### src/rtl/crtc_pkg.sv
package crtc_pkg;

    localparam int IDX_W  = 8;
    localparam int ZOOM_W = 5;
    localparam int VPOS_W = 10;

    // Indices of the timing bank
    localparam logic [IDX_W-1:0] IX_HTOT = 8'h00;
    localparam logic [IDX_W-1:0] IX_HDE  = 8'h01;
    localparam logic [IDX_W-1:0] IX_HBS  = 8'h02;
    localparam logic [IDX_W-1:0] IX_HBE  = 8'h03;
    localparam logic [IDX_W-1:0] IX_HSS  = 8'h04;
    localparam logic [IDX_W-1:0] IX_HSE  = 8'h05;
    localparam logic [IDX_W-1:0] IX_VTOT = 8'h06;
    localparam logic [IDX_W-1:0] IX_OVF  = 8'h07;
    localparam logic [IDX_W-1:0] IX_REP  = 8'h09;
    localparam logic [IDX_W-1:0] IX_VSS  = 8'h10;
    localparam logic [IDX_W-1:0] IX_VSE  = 8'h11;
    localparam logic [IDX_W-1:0] IX_VDE  = 8'h12;
    localparam logic [IDX_W-1:0] IX_VBS  = 8'h15;
    localparam logic [IDX_W-1:0] IX_VBE  = 8'h16;
    localparam logic [IDX_W-1:0] LOCK_LIMIT = 8'h08;

    typedef struct packed {
        logic [7:0]        htot;
        logic [7:0]        hde;
        logic [7:0]        hbs;
        logic [5:0]        hbe;
        logic [7:0]        hss;
        logic [4:0]        hse;
        logic [VPOS_W-1:0] vtot;
        logic [VPOS_W-1:0] vde;
        logic [VPOS_W-1:0] vss;
        logic [3:0]        vse;
        logic [VPOS_W-1:0] vbs;
        logic [7:0]        vbe;
        logic              dbl;
        logic [ZOOM_W-1:0] zoom;
        logic              hpol;
        logic              vpol;
    } crtc_cfg_t;

    // Window that opens at start and closes on the first count whose
    // masked bits equal endv; a zero length means one full modulus.
    function automatic logic win_hit(input logic [15:0] cnt,
                                     input logic [15:0] start,
                                     input logic [15:0] endv,
                                     input logic [15:0] mask);
        logic [15:0] len;
        len = (endv - start) & mask;
        if (cnt < start)
            return 1'b0;
        if (len == 16'd0)
            return ((cnt - start) <= mask);
        return ((cnt - start) < len);
    endfunction

endpackage

### src/rtl/crtc_regs.sv
module crtc_regs
    import crtc_pkg::*;
(
    input  logic             clk,
    input  logic             rst,
    input  logic             reg_wr,
    input  logic [IDX_W-1:0] reg_idx,
    input  logic [7:0]       reg_data,
    input  logic             misc_wr,
    output crtc_cfg_t        cfg,
    output logic             prot_q
);
    crtc_cfg_t cfg_q;
    logic      locked;

    assign locked = prot_q && (reg_idx < LOCK_LIMIT);
    assign cfg    = cfg_q;

    always_ff @(posedge clk) begin
        if (rst) begin
            cfg_q  <= '0;
            prot_q <= 1'b0;
        end else begin
            if (misc_wr) begin
                cfg_q.hpol <= reg_data[6];
                cfg_q.vpol <= reg_data[7];
            end
            if (reg_wr && !locked) begin
                case (reg_idx)
                    IX_HTOT: cfg_q.htot <= reg_data;
                    IX_HDE:  cfg_q.hde  <= reg_data;
                    IX_HBS:  cfg_q.hbs  <= reg_data;
                    IX_HBE:  cfg_q.hbe[4:0] <= reg_data[4:0];
                    IX_HSS:  cfg_q.hss  <= reg_data;
                    IX_HSE: begin
                        cfg_q.hse    <= reg_data[4:0];
                        cfg_q.hbe[5] <= reg_data[7];
                    end
                    IX_VTOT: cfg_q.vtot[7:0] <= reg_data;
                    IX_OVF: begin
                        cfg_q.vtot[8] <= reg_data[0];
                        cfg_q.vde[8]  <= reg_data[1];
                        cfg_q.vss[8]  <= reg_data[2];
                        cfg_q.vbs[8]  <= reg_data[3];
                        cfg_q.vtot[9] <= reg_data[5];
                        cfg_q.vde[9]  <= reg_data[6];
                        cfg_q.vss[9]  <= reg_data[7];
                    end
                    IX_REP: begin
                        cfg_q.dbl    <= reg_data[7];
                        cfg_q.vbs[9] <= reg_data[5];
                        cfg_q.zoom   <= reg_data[ZOOM_W-1:0];
                    end
                    IX_VSS: cfg_q.vss[7:0] <= reg_data;
                    IX_VSE: begin
                        cfg_q.vse <= reg_data[3:0];
                        prot_q    <= reg_data[7];
                    end
                    IX_VDE: cfg_q.vde[7:0] <= reg_data;
                    IX_VBS: cfg_q.vbs[7:0] <= reg_data;
                    IX_VBE: cfg_q.vbe <= reg_data;
                    default: ;
                endcase
            end
        end
    end
endmodule

### src/rtl/crtc_counters.sv
module crtc_counters
    import crtc_pkg::*;
#(
    parameter int PIX_PER_CHAR = 8,
    parameter int COL_W        = 9,
    parameter int LINE_W       = 11
) (
    input  logic              clk,
    input  logic              rst,
    input  logic [7:0]        htot,
    input  logic [VPOS_W-1:0] vtot,
    input  logic              dbl,
    input  logic [ZOOM_W-1:0] zoom,
    output logic [COL_W-1:0]  col,
    output logic [LINE_W-1:0] line
);
    localparam int PXW  = (PIX_PER_CHAR > 1) ? $clog2(PIX_PER_CHAR) : 1;
    localparam int REPW = ZOOM_W + 2;

    logic [PXW-1:0]    px_q;
    logic [COL_W-1:0]  col_q;
    logic [LINE_W-1:0] line_q;
    logic [REPW-1:0]   rep_q;
    logic [REPW-1:0]   rep_lim;
    logic              char_end, col_last, line_last, rep_last;

    assign char_end  = (px_q == PXW'(PIX_PER_CHAR - 1));
    assign col_last  = (col_q >= COL_W'(htot) + COL_W'(4));
    assign line_last = (line_q >= LINE_W'(vtot) + LINE_W'(1));
    assign rep_lim   = ((REPW'(zoom) + REPW'(1)) << dbl) - REPW'(1);
    assign rep_last  = (rep_q >= rep_lim);

    always_ff @(posedge clk) begin
        if (rst) begin
            px_q   <= '0;
            col_q  <= '0;
            line_q <= '0;
            rep_q  <= '0;
        end else begin
            px_q <= char_end ? '0 : px_q + PXW'(1);
            if (char_end) begin
                if (col_last) begin
                    col_q <= '0;
                    if (rep_last) begin
                        rep_q  <= '0;
                        line_q <= line_last ? '0 : line_q + LINE_W'(1);
                    end else begin
                        rep_q <= rep_q + REPW'(1);
                    end
                end else begin
                    col_q <= col_q + COL_W'(1);
                end
            end
        end
    end

    assign col  = col_q;
    assign line = line_q;
endmodule

### src/rtl/crtc_decode.sv
module crtc_decode
    import crtc_pkg::*;
#(
    parameter int COL_W  = 9,
    parameter int LINE_W = 11
) (
    input  logic [COL_W-1:0]  col,
    input  logic [LINE_W-1:0] line,
    input  logic [7:0]        hde,
    input  logic [7:0]        hbs,
    input  logic [5:0]        hbe,
    input  logic [7:0]        hss,
    input  logic [4:0]        hse,
    input  logic [VPOS_W-1:0] vde,
    input  logic [VPOS_W-1:0] vss,
    input  logic [3:0]        vse,
    input  logic [VPOS_W-1:0] vbs,
    input  logic [7:0]        vbe,
    input  logic              hpol,
    input  logic              vpol,
    output logic              hsync,
    output logic              vsync,
    output logic              blank,
    output logic              disp_en
);
    logic [15:0] c16, l16;
    logic        hs_act, vs_act, hb_act, vb_act;

    assign c16 = 16'(col);
    assign l16 = 16'(line);

    always_comb begin
        hs_act = win_hit(c16, 16'(hss), 16'(hse), 16'h001f);
        hb_act = win_hit(c16, 16'(hbs), 16'(hbe), 16'h003f);
        vs_act = win_hit(l16, 16'(vss), 16'(vse), 16'h000f);
        vb_act = win_hit(l16, 16'(vbs), 16'(vbe), 16'h00ff);
    end

    assign hsync   = hs_act ^ hpol;
    assign vsync   = vs_act ^ vpol;
    assign blank   = hb_act | vb_act;
    assign disp_en = (c16 <= 16'(hde)) && (l16 <= 16'(vde));
endmodule

### src/rtl/crtc_timing_gen.sv
module crtc_timing_gen
    import crtc_pkg::*;
#(
    parameter int PIX_PER_CHAR = 8,
    parameter int COL_W        = 9,
    parameter int LINE_W       = 11
) (
    input  logic              clk,
    input  logic              rst,
    input  logic              reg_wr,
    input  logic [7:0]        reg_idx,
    input  logic [7:0]        reg_data,
    input  logic              misc_wr,
    output logic              hsync,
    output logic              vsync,
    output logic              blank,
    output logic              disp_en,
    output logic [COL_W-1:0]  char_col,
    output logic [LINE_W-1:0] scan_line
);
    crtc_cfg_t cfg;
    logic      prot;

    crtc_regs u_regs (
        .clk      (clk),
        .rst      (rst),
        .reg_wr   (reg_wr),
        .reg_idx  (reg_idx),
        .reg_data (reg_data),
        .misc_wr  (misc_wr),
        .cfg      (cfg),
        .prot_q   (prot)
    );

    crtc_counters #(
        .PIX_PER_CHAR (PIX_PER_CHAR),
        .COL_W        (COL_W),
        .LINE_W       (LINE_W)
    ) u_cnt (
        .clk  (clk),
        .rst  (rst),
        .htot (cfg.htot),
        .vtot (cfg.vtot),
        .dbl  (cfg.dbl),
        .zoom (cfg.zoom),
        .col  (char_col),
        .line (scan_line)
    );

    crtc_decode #(
        .COL_W  (COL_W),
        .LINE_W (LINE_W)
    ) u_dec (
        .col     (char_col),
        .line    (scan_line),
        .hde     (cfg.hde),
        .hbs     (cfg.hbs),
        .hbe     (cfg.hbe),
        .hss     (cfg.hss),
        .hse     (cfg.hse),
        .vde     (cfg.vde),
        .vss     (cfg.vss),
        .vse     (cfg.vse),
        .vbs     (cfg.vbs),
        .vbe     (cfg.vbe),
        .hpol    (cfg.hpol),
        .vpol    (cfg.vpol),
        .hsync   (hsync),
        .vsync   (vsync),
        .blank   (blank),
        .disp_en (disp_en)
    );
endmodule

### config.mk
export PLATFORM = sky130hd
export DESIGN_NAME = crtc_timing_gen
export DESIGN_NICKNAME = d
export VERILOG_FILES = /design/src/rtl/crtc_pkg.sv /design/src/rtl/crtc_regs.sv /design/src/rtl/crtc_counters.sv /design/src/rtl/crtc_decode.sv /design/src/rtl/crtc_timing_gen.sv
export SDC_FILE = /design/constraint.sdc
export NUM_CORES = 1
export LEC_CHECK = 0
export BUFFER_PORTS_ARGS = -buffer_cell sky130_fd_sc_hd__buf_2
export CORE_UTILIZATION = 55
export DETAILED_ROUTE_END_ITERATION = 6
export GPL_ROUTABILITY_DRIVEN = 0
export GPL_TIMING_DRIVEN = 1
export PLACE_DENSITY_LB_ADDON = 0.3
export REMOVE_ABC_BUFFERS = 1
export SYNTH_ARGS = -nofsm -noshare
export SYNTH_HDL_FRONTEND = slang
export SYNTH_SLANG_ARGS = --single-unit
### constraint.sdc
create_clock -name clk -period 7 [get_ports clk]
set_input_delay 1.4 -clock clk [delete_from_list [all_inputs] [get_ports clk]]
set_output_delay 1.4 -clock clk [all_outputs]
set_load 0.01 [all_outputs]
After elaboration in Yosys (flattened, before gate mapping) --
Index checks and enable logic that the tools add are counted.
Cells by class: equality and inequality tests 14, shifts and indexed selects 1, muxes and demuxes 31, add/subtract/negate cells 16, bitwise gates (word level) 3, reductions and logical operators 26, magnitude comparators 18
Operators with widths (count):
- logical NOT 16 bit | 4
- == test 8 x 5 -> 1 bit, second input constant | 5
- == test 8 x 3 -> 1 bit, second input constant | 4
- AND reduction 2 bit | 15
- 2-to-1 mux 1 bit | 28
- subtractor 11 x 10 -> 12 bit | 2
- less-than comparator 11 x 10 -> 1 bit | 2
- subtractor 9 x 8 -> 10 bit | 2
- less-than comparator 9 x 8 -> 1 bit | 2
- == test 8 x 2 -> 1 bit, second input constant | 2
- <= comparator 16 x 4 -> 1 bit, second input constant | 1
- <= comparator 16 x 5 -> 1 bit, second input constant | 1
- <= comparator 16 x 6 -> 1 bit, second input constant | 1
- <= comparator 16 x 8 -> 1 bit, second input constant | 1
- less-than comparator 16 x 4 -> 1 bit | 1
- less-than comparator 16 x 5 -> 1 bit | 1
- less-than comparator 16 x 6 -> 1 bit | 1
- less-than comparator 16 x 8 -> 1 bit | 1
- adder 10 x 1 -> 11 bit, second input constant | 1
- adder 11 x 1 -> 11 bit, second input constant | 1
- >= comparator 11 bit | 1
- <= comparator 11 x 10 -> 1 bit | 1
- 2-to-1 mux 11 bit | 1
- adder 8 x 3 -> 9 bit, second input constant | 1
- 26 further kinds | 29
Storage, ports and cells: register bits after elaboration 134, logic and storage cells 136, output and inout bits 24

Depth between registers and ports, before layout --
depth after elaboration 7, mapped depth 16, gate-level depth less buffers 15

By module --
A second synthesis with hierarchy kept.
Unflattened totals: cells, all modules 1108, area, all modules 10070.9 um2
By module, submodules not included:
- crtc_regs | seq. area each 2082.0 um2, cells an instance 372, times used 1, area each 4200.3 um2
- crtc_decode | seq. area each 0.0 um2, cells an instance 448, times used 1, area each 3385.7 um2
- crtc_counters | seq. area each 600.6 um2, cells an instance 288, times used 1, area each 2484.9 um2

Least setup slack after synthesis --
Ideal clock, no wire load.
kind flip-flop to output port, start register u_cnt.line_q[0], in the netlist u_cnt.line[0], end output port blank, data required time 5.600 ns, path slack 2.683 ns, stages on the path, launching flop included 16, data arrival time 2.917 ns, path buffers 0, cell sequence dfxtp_1 > inv_1 > ha_1 > fa_1 > nor2b_1 > o21ai_0 > nand2_1 > a21o_1 > a21o_1 > xor2_1 > ha_1 > nor3_1 > nor2_1 > o41ai_1 > a41oi_1 > o41ai_1
Between the ends: longest elaborated chain between the ends 6, elaborated cells between the ends (all ways) 9, those cells by class 1 x add/sub; 3 x order compare; 4 x mux; 1 x bitwise
RTL lines:
- from (decl) | line crtc_counters.sv:22 | logic [LINE_W-1:0] line_q;
- from (signal assigned) | line crtc_counters.sv:46 | line_q <= line_last ? '0 : line_q + LINE_W'(1);
- subtractor 11 x 10 -> 12 bit | line crtc_pkg.sv:54, crtc_pkg.sv:55
- <= comparator 16 x 8 -> 1 bit | line crtc_pkg.sv:54 | return ((cnt - start) <= mask);
- 2-to-1 mux 1 bit | line crtc_pkg.sv:53 | if (len == 16'd0)
- 2-to-1 mux 1 bit | line crtc_pkg.sv:55 | return ((cnt - start) < len);
- 2-to-1 mux 1 bit * | line crtc_pkg.sv:53
- OR 1 bit * | line crtc_decode.sv:41 | assign blank = hb_act | vb_act;
- to (decl) | line crtc_timing_gen.sv:16 | output logic blank,
Mark *: on every way between the ends. The rest lies on a longest branch, timed or not.

Final worst setup path --
start register u_regs.cfg[16] (netlist name), end output port blank
Between the ends: longest elaborated chain between the ends 7, elaborated cells between the ends (all ways) 13, those cells by class 2 x add/sub; 3 x order compare; 6 x mux; 1 x bitwise; 1 x reduce/logical
RTL lines (line):
- branches (longest 5 deep; another with <= comparator 16 x 8 -> 1 bit)
- 2-to-1 mux 1 bit * | crtc_pkg.sv:53
- OR 1 bit * | crtc_decode.sv:41
Every way passes the cells marked *. The select of a mux whose other input is x is not followed.

==> impl_results.md <==
- Status: finished, final reports clean
- Site Rows: between 40 and 50
- Worst path max stage delay: 0.40 ns
- Finished Layout Cells: 1341
- DP HPWL: 15800 microns
- Ports: 44
- Pwr dens: 168 nW/um^2
- Die area: 17500 sq um
- Fin crit period: approximately 5 ns
- Post-layout nets: 1263
- Synth async-reset ratio: 0%
- Peak supply drop: between 150 and 200 uV
- Area growth, synth to finish: 10.3%
- CTS resizes: 0
- Synth warnings: 0
- Primary FF master, synth: dfxtp_1
- Top post-synthesis cells by area: dfxtp_1 (29%), ha_1 (17%), mux2i_1 (12%), nor2_1 (6.6%), xor2_1 (4.4%)
- Worst Setup Start Kind: flop
- ANT cells: 0
- Placed Area: 9730 sq um
- Yosys top cell area share: 28.7%
- CTS clock-pin slew for the worst setup and hold paths: 0.06 ns
- Residual DRC: 0
- Area leader, netlist: dfxtp_1
- Port bufs: 43
- CTS Buf Count: 17
- Yosys reg bits: 134
- Clk buf depth: 2
- Fill cells: 1423
- Min Hold Slack: 0.424 ns
- Num Clock Sinks: 134
- Hold crit path type: reg -> reg
- Vias in the first global route: 7367
- Mean routed wirelength per cell: 16.5 microns
- Initial antenna violation count: 0
- Most common cell after layout, fill and taps aside: nor2_1
- Worst-path maximum fanout: 3
- Overall power: approximately 1.7 mW
- Initial DRT Pass Iterations: 5
- Die H: about 130 microns
- Max_slew headroom: a little under half
- Crit path cell chain: ha_1, inv_1, fa_1, a21o_1, a21oi_1, o21ai_0, a21oi_1, xor2_1, ha_1, nor3_1, nor2_1, o41ai_1, a41oi_1, o41ai_1, buf_2
- Sequential-to-total area share from yosys stat: 28.7%
- Setup TNS: 0 ns
- Post-route cell area: approximately 10000 sq um
- Initial Utilization: 56.4%
- Gr usage total: 26.3%
- Slew Limit Fails: 0
- Inst Count DP: 1309
- WS Path Type: reg -> out
- Clk root buf: clkbuf_16
- Place WS: ~2.5 ns
- Vias/cell: 5.60
- Htree depth: 4
- Post-synth EDFFs: 0
- Transition time at the pin with the least slew margin: between 0.7 and 0.8 ns
- Final core occ: between 60 and 70%
- Clk_skew: around 0.0083 ns
- Static Leak: around 4.6 nW
- Crit share post-route: 71.1%
- Post-CTS Setup Inserts: 0
- Overflow left after global routing: 0
- First-pass GRT wire length: 36400 microns
- Core area: between 15000 and 20000 sq um
- Final hold violations: 0
- Multi-input logic area: 6250 sq um
- FMAX: 0.201 GHz
- Mapped cell area: 9360 sq um
- ANT nets after route: 0
- CP Capture Type: output port
- Routed vias: 7511
- Largest net degree at the start of global routing: 60
- WP data required: 5.60 ns
- First DRT Iteration DRCs: about 350
- Worst skew pair latency: 0.43 ns
- RSZ-0062 raised after global routing: no
- Share of cells above drive strength 1: 8.39%
- CP Data Arrival Time: 3.57 ns
- Post-synthesis cell type count: 63
- CTS tree: yes
- Total wire length: roughly 22000 microns
- CP max-delay cell: fa_1
- Width of the die: between 100 and 150 microns
- Final setup fails: 0
- Count of mapped cells out of synthesis: around 1100
- # hold bufs at CTS: 0
- Max-Cap Viols: 0
- Register area: 2680 sq um
- Avg Cell Area, Syn: 8.70 sq um
- Commonest non-fill, non-tap cells in the layout: nor2_1 (165), dfxtp_1 (134), ha_1 (127)
- Setup ws final: between 2 and 2.5 ns
critical path, delay by kind of cell, from the launching register on:
family / cells / cell delay (ns)
compound gates: 7 / 1.21
fa+ha+maj: 3 / 0.86
flops: 1 / 0.37
buf+inv: 2 / 0.25
simple gates: 2 / 0.24
xor+xnor: 1 / 0.23
path summary, 6_finish.rpt:
| check | slack [ns] | startpoint | to | depth (start not counted) |
|---|---|---|---|---|
| worst max-delay path | 2.03 | u_regs.cfg[16]$_SDFFE_PP0P_ | blank | 15 |
| worst min-delay path | 0.42 | u_cnt.px_q[0]$_SDFF_PP0_ | u_cnt.px_q[0]$_SDFF_PP0_ | 1 |
| worst max register to register | 3.36 | u_regs.cfg[2]$_SDFFE_PP0P_ | u_cnt.line[9]$_SDFFE_PP0P_ | 12 |
| worst min register to register | 0.42 | u_cnt.px_q[0]$_SDFF_PP0_ | u_cnt.px_q[0]$_SDFF_PP0_ | 1 |
kinds of logic (layout without fill, tap and decap cells):
logic type | Yosys count | count (layout) | synth area share (%)
xor+xnor | 72 | 72 | 6.74
mux | 109 | 109 | 11.7
compound gates | 165 | 165 | 11.3
flops | 134 | 134 | 28.7
buf+inv | 111 | 156 | 4.55
simple gates | 350 | 350 | 18.3
fa+ha+maj | 135 | 135 | 18.7
routing by layer:
metal  track usage [%]  up-vias  wire length, microns
met5                 0        -                     0
li1                  -     3796                     -
met3              5.29       26                   835
met2              46.2      134                 10800
met4              7.85        0                   326
met1              32.5     3555                 10200
synth_stat cells (all sizes together), types with 3 or more instances:
cell / number
nor3: 11
or2: 5
nand2: 35
ha: 127
a211oi: 5
and3: 16
o21ai: 50
nand4: 23
mux2i: 108
fa: 8
o2111ai: 3
o31ai: 6
xor2: 47
nor2: 168
o211ai: 3
inv: 80
nand3: 22
nand2b: 25
nor2b: 24
dfxtp: 134
and2: 4
a21o: 17
or3: 3
o21a: 12
a21boi: 3
a21oi: 43
xnor2: 25
clkbuf: 29
a31oi: 5
a221oi: 3
cell type report:
class / count / area share (%)
clock buffers: 18 / 4.26
clock inverters: 14 / 1.44
inverters: 80 / 2.91
multi-input cells: 831 / 60.5
flip-flops and latches: 134 / 26.0
well taps: 220 / 2.67
repair buffers: 44 / 2.18
report_power, final:
group | internal, mW | switching, mW | leakage [nW] | total (mW)
Sequential | 0.766 | 0.00163 | 1.08 | 0.767
Clock | 0.535 | 0.362 | 0.279 | 0.897
Combinational | 0.0200 | 0.0481 | 3.22 | 0.0681
registers in the layout, indices dropped and copies added (netlist names):
signal and flops:
u_regs.prot_q 1, u_regs.cfg 103, u_cnt.col 9, u_cnt.px_q 3, u_cnt.rep_q 7, u_cnt.line 11
(Power assumes the default switching activity.)
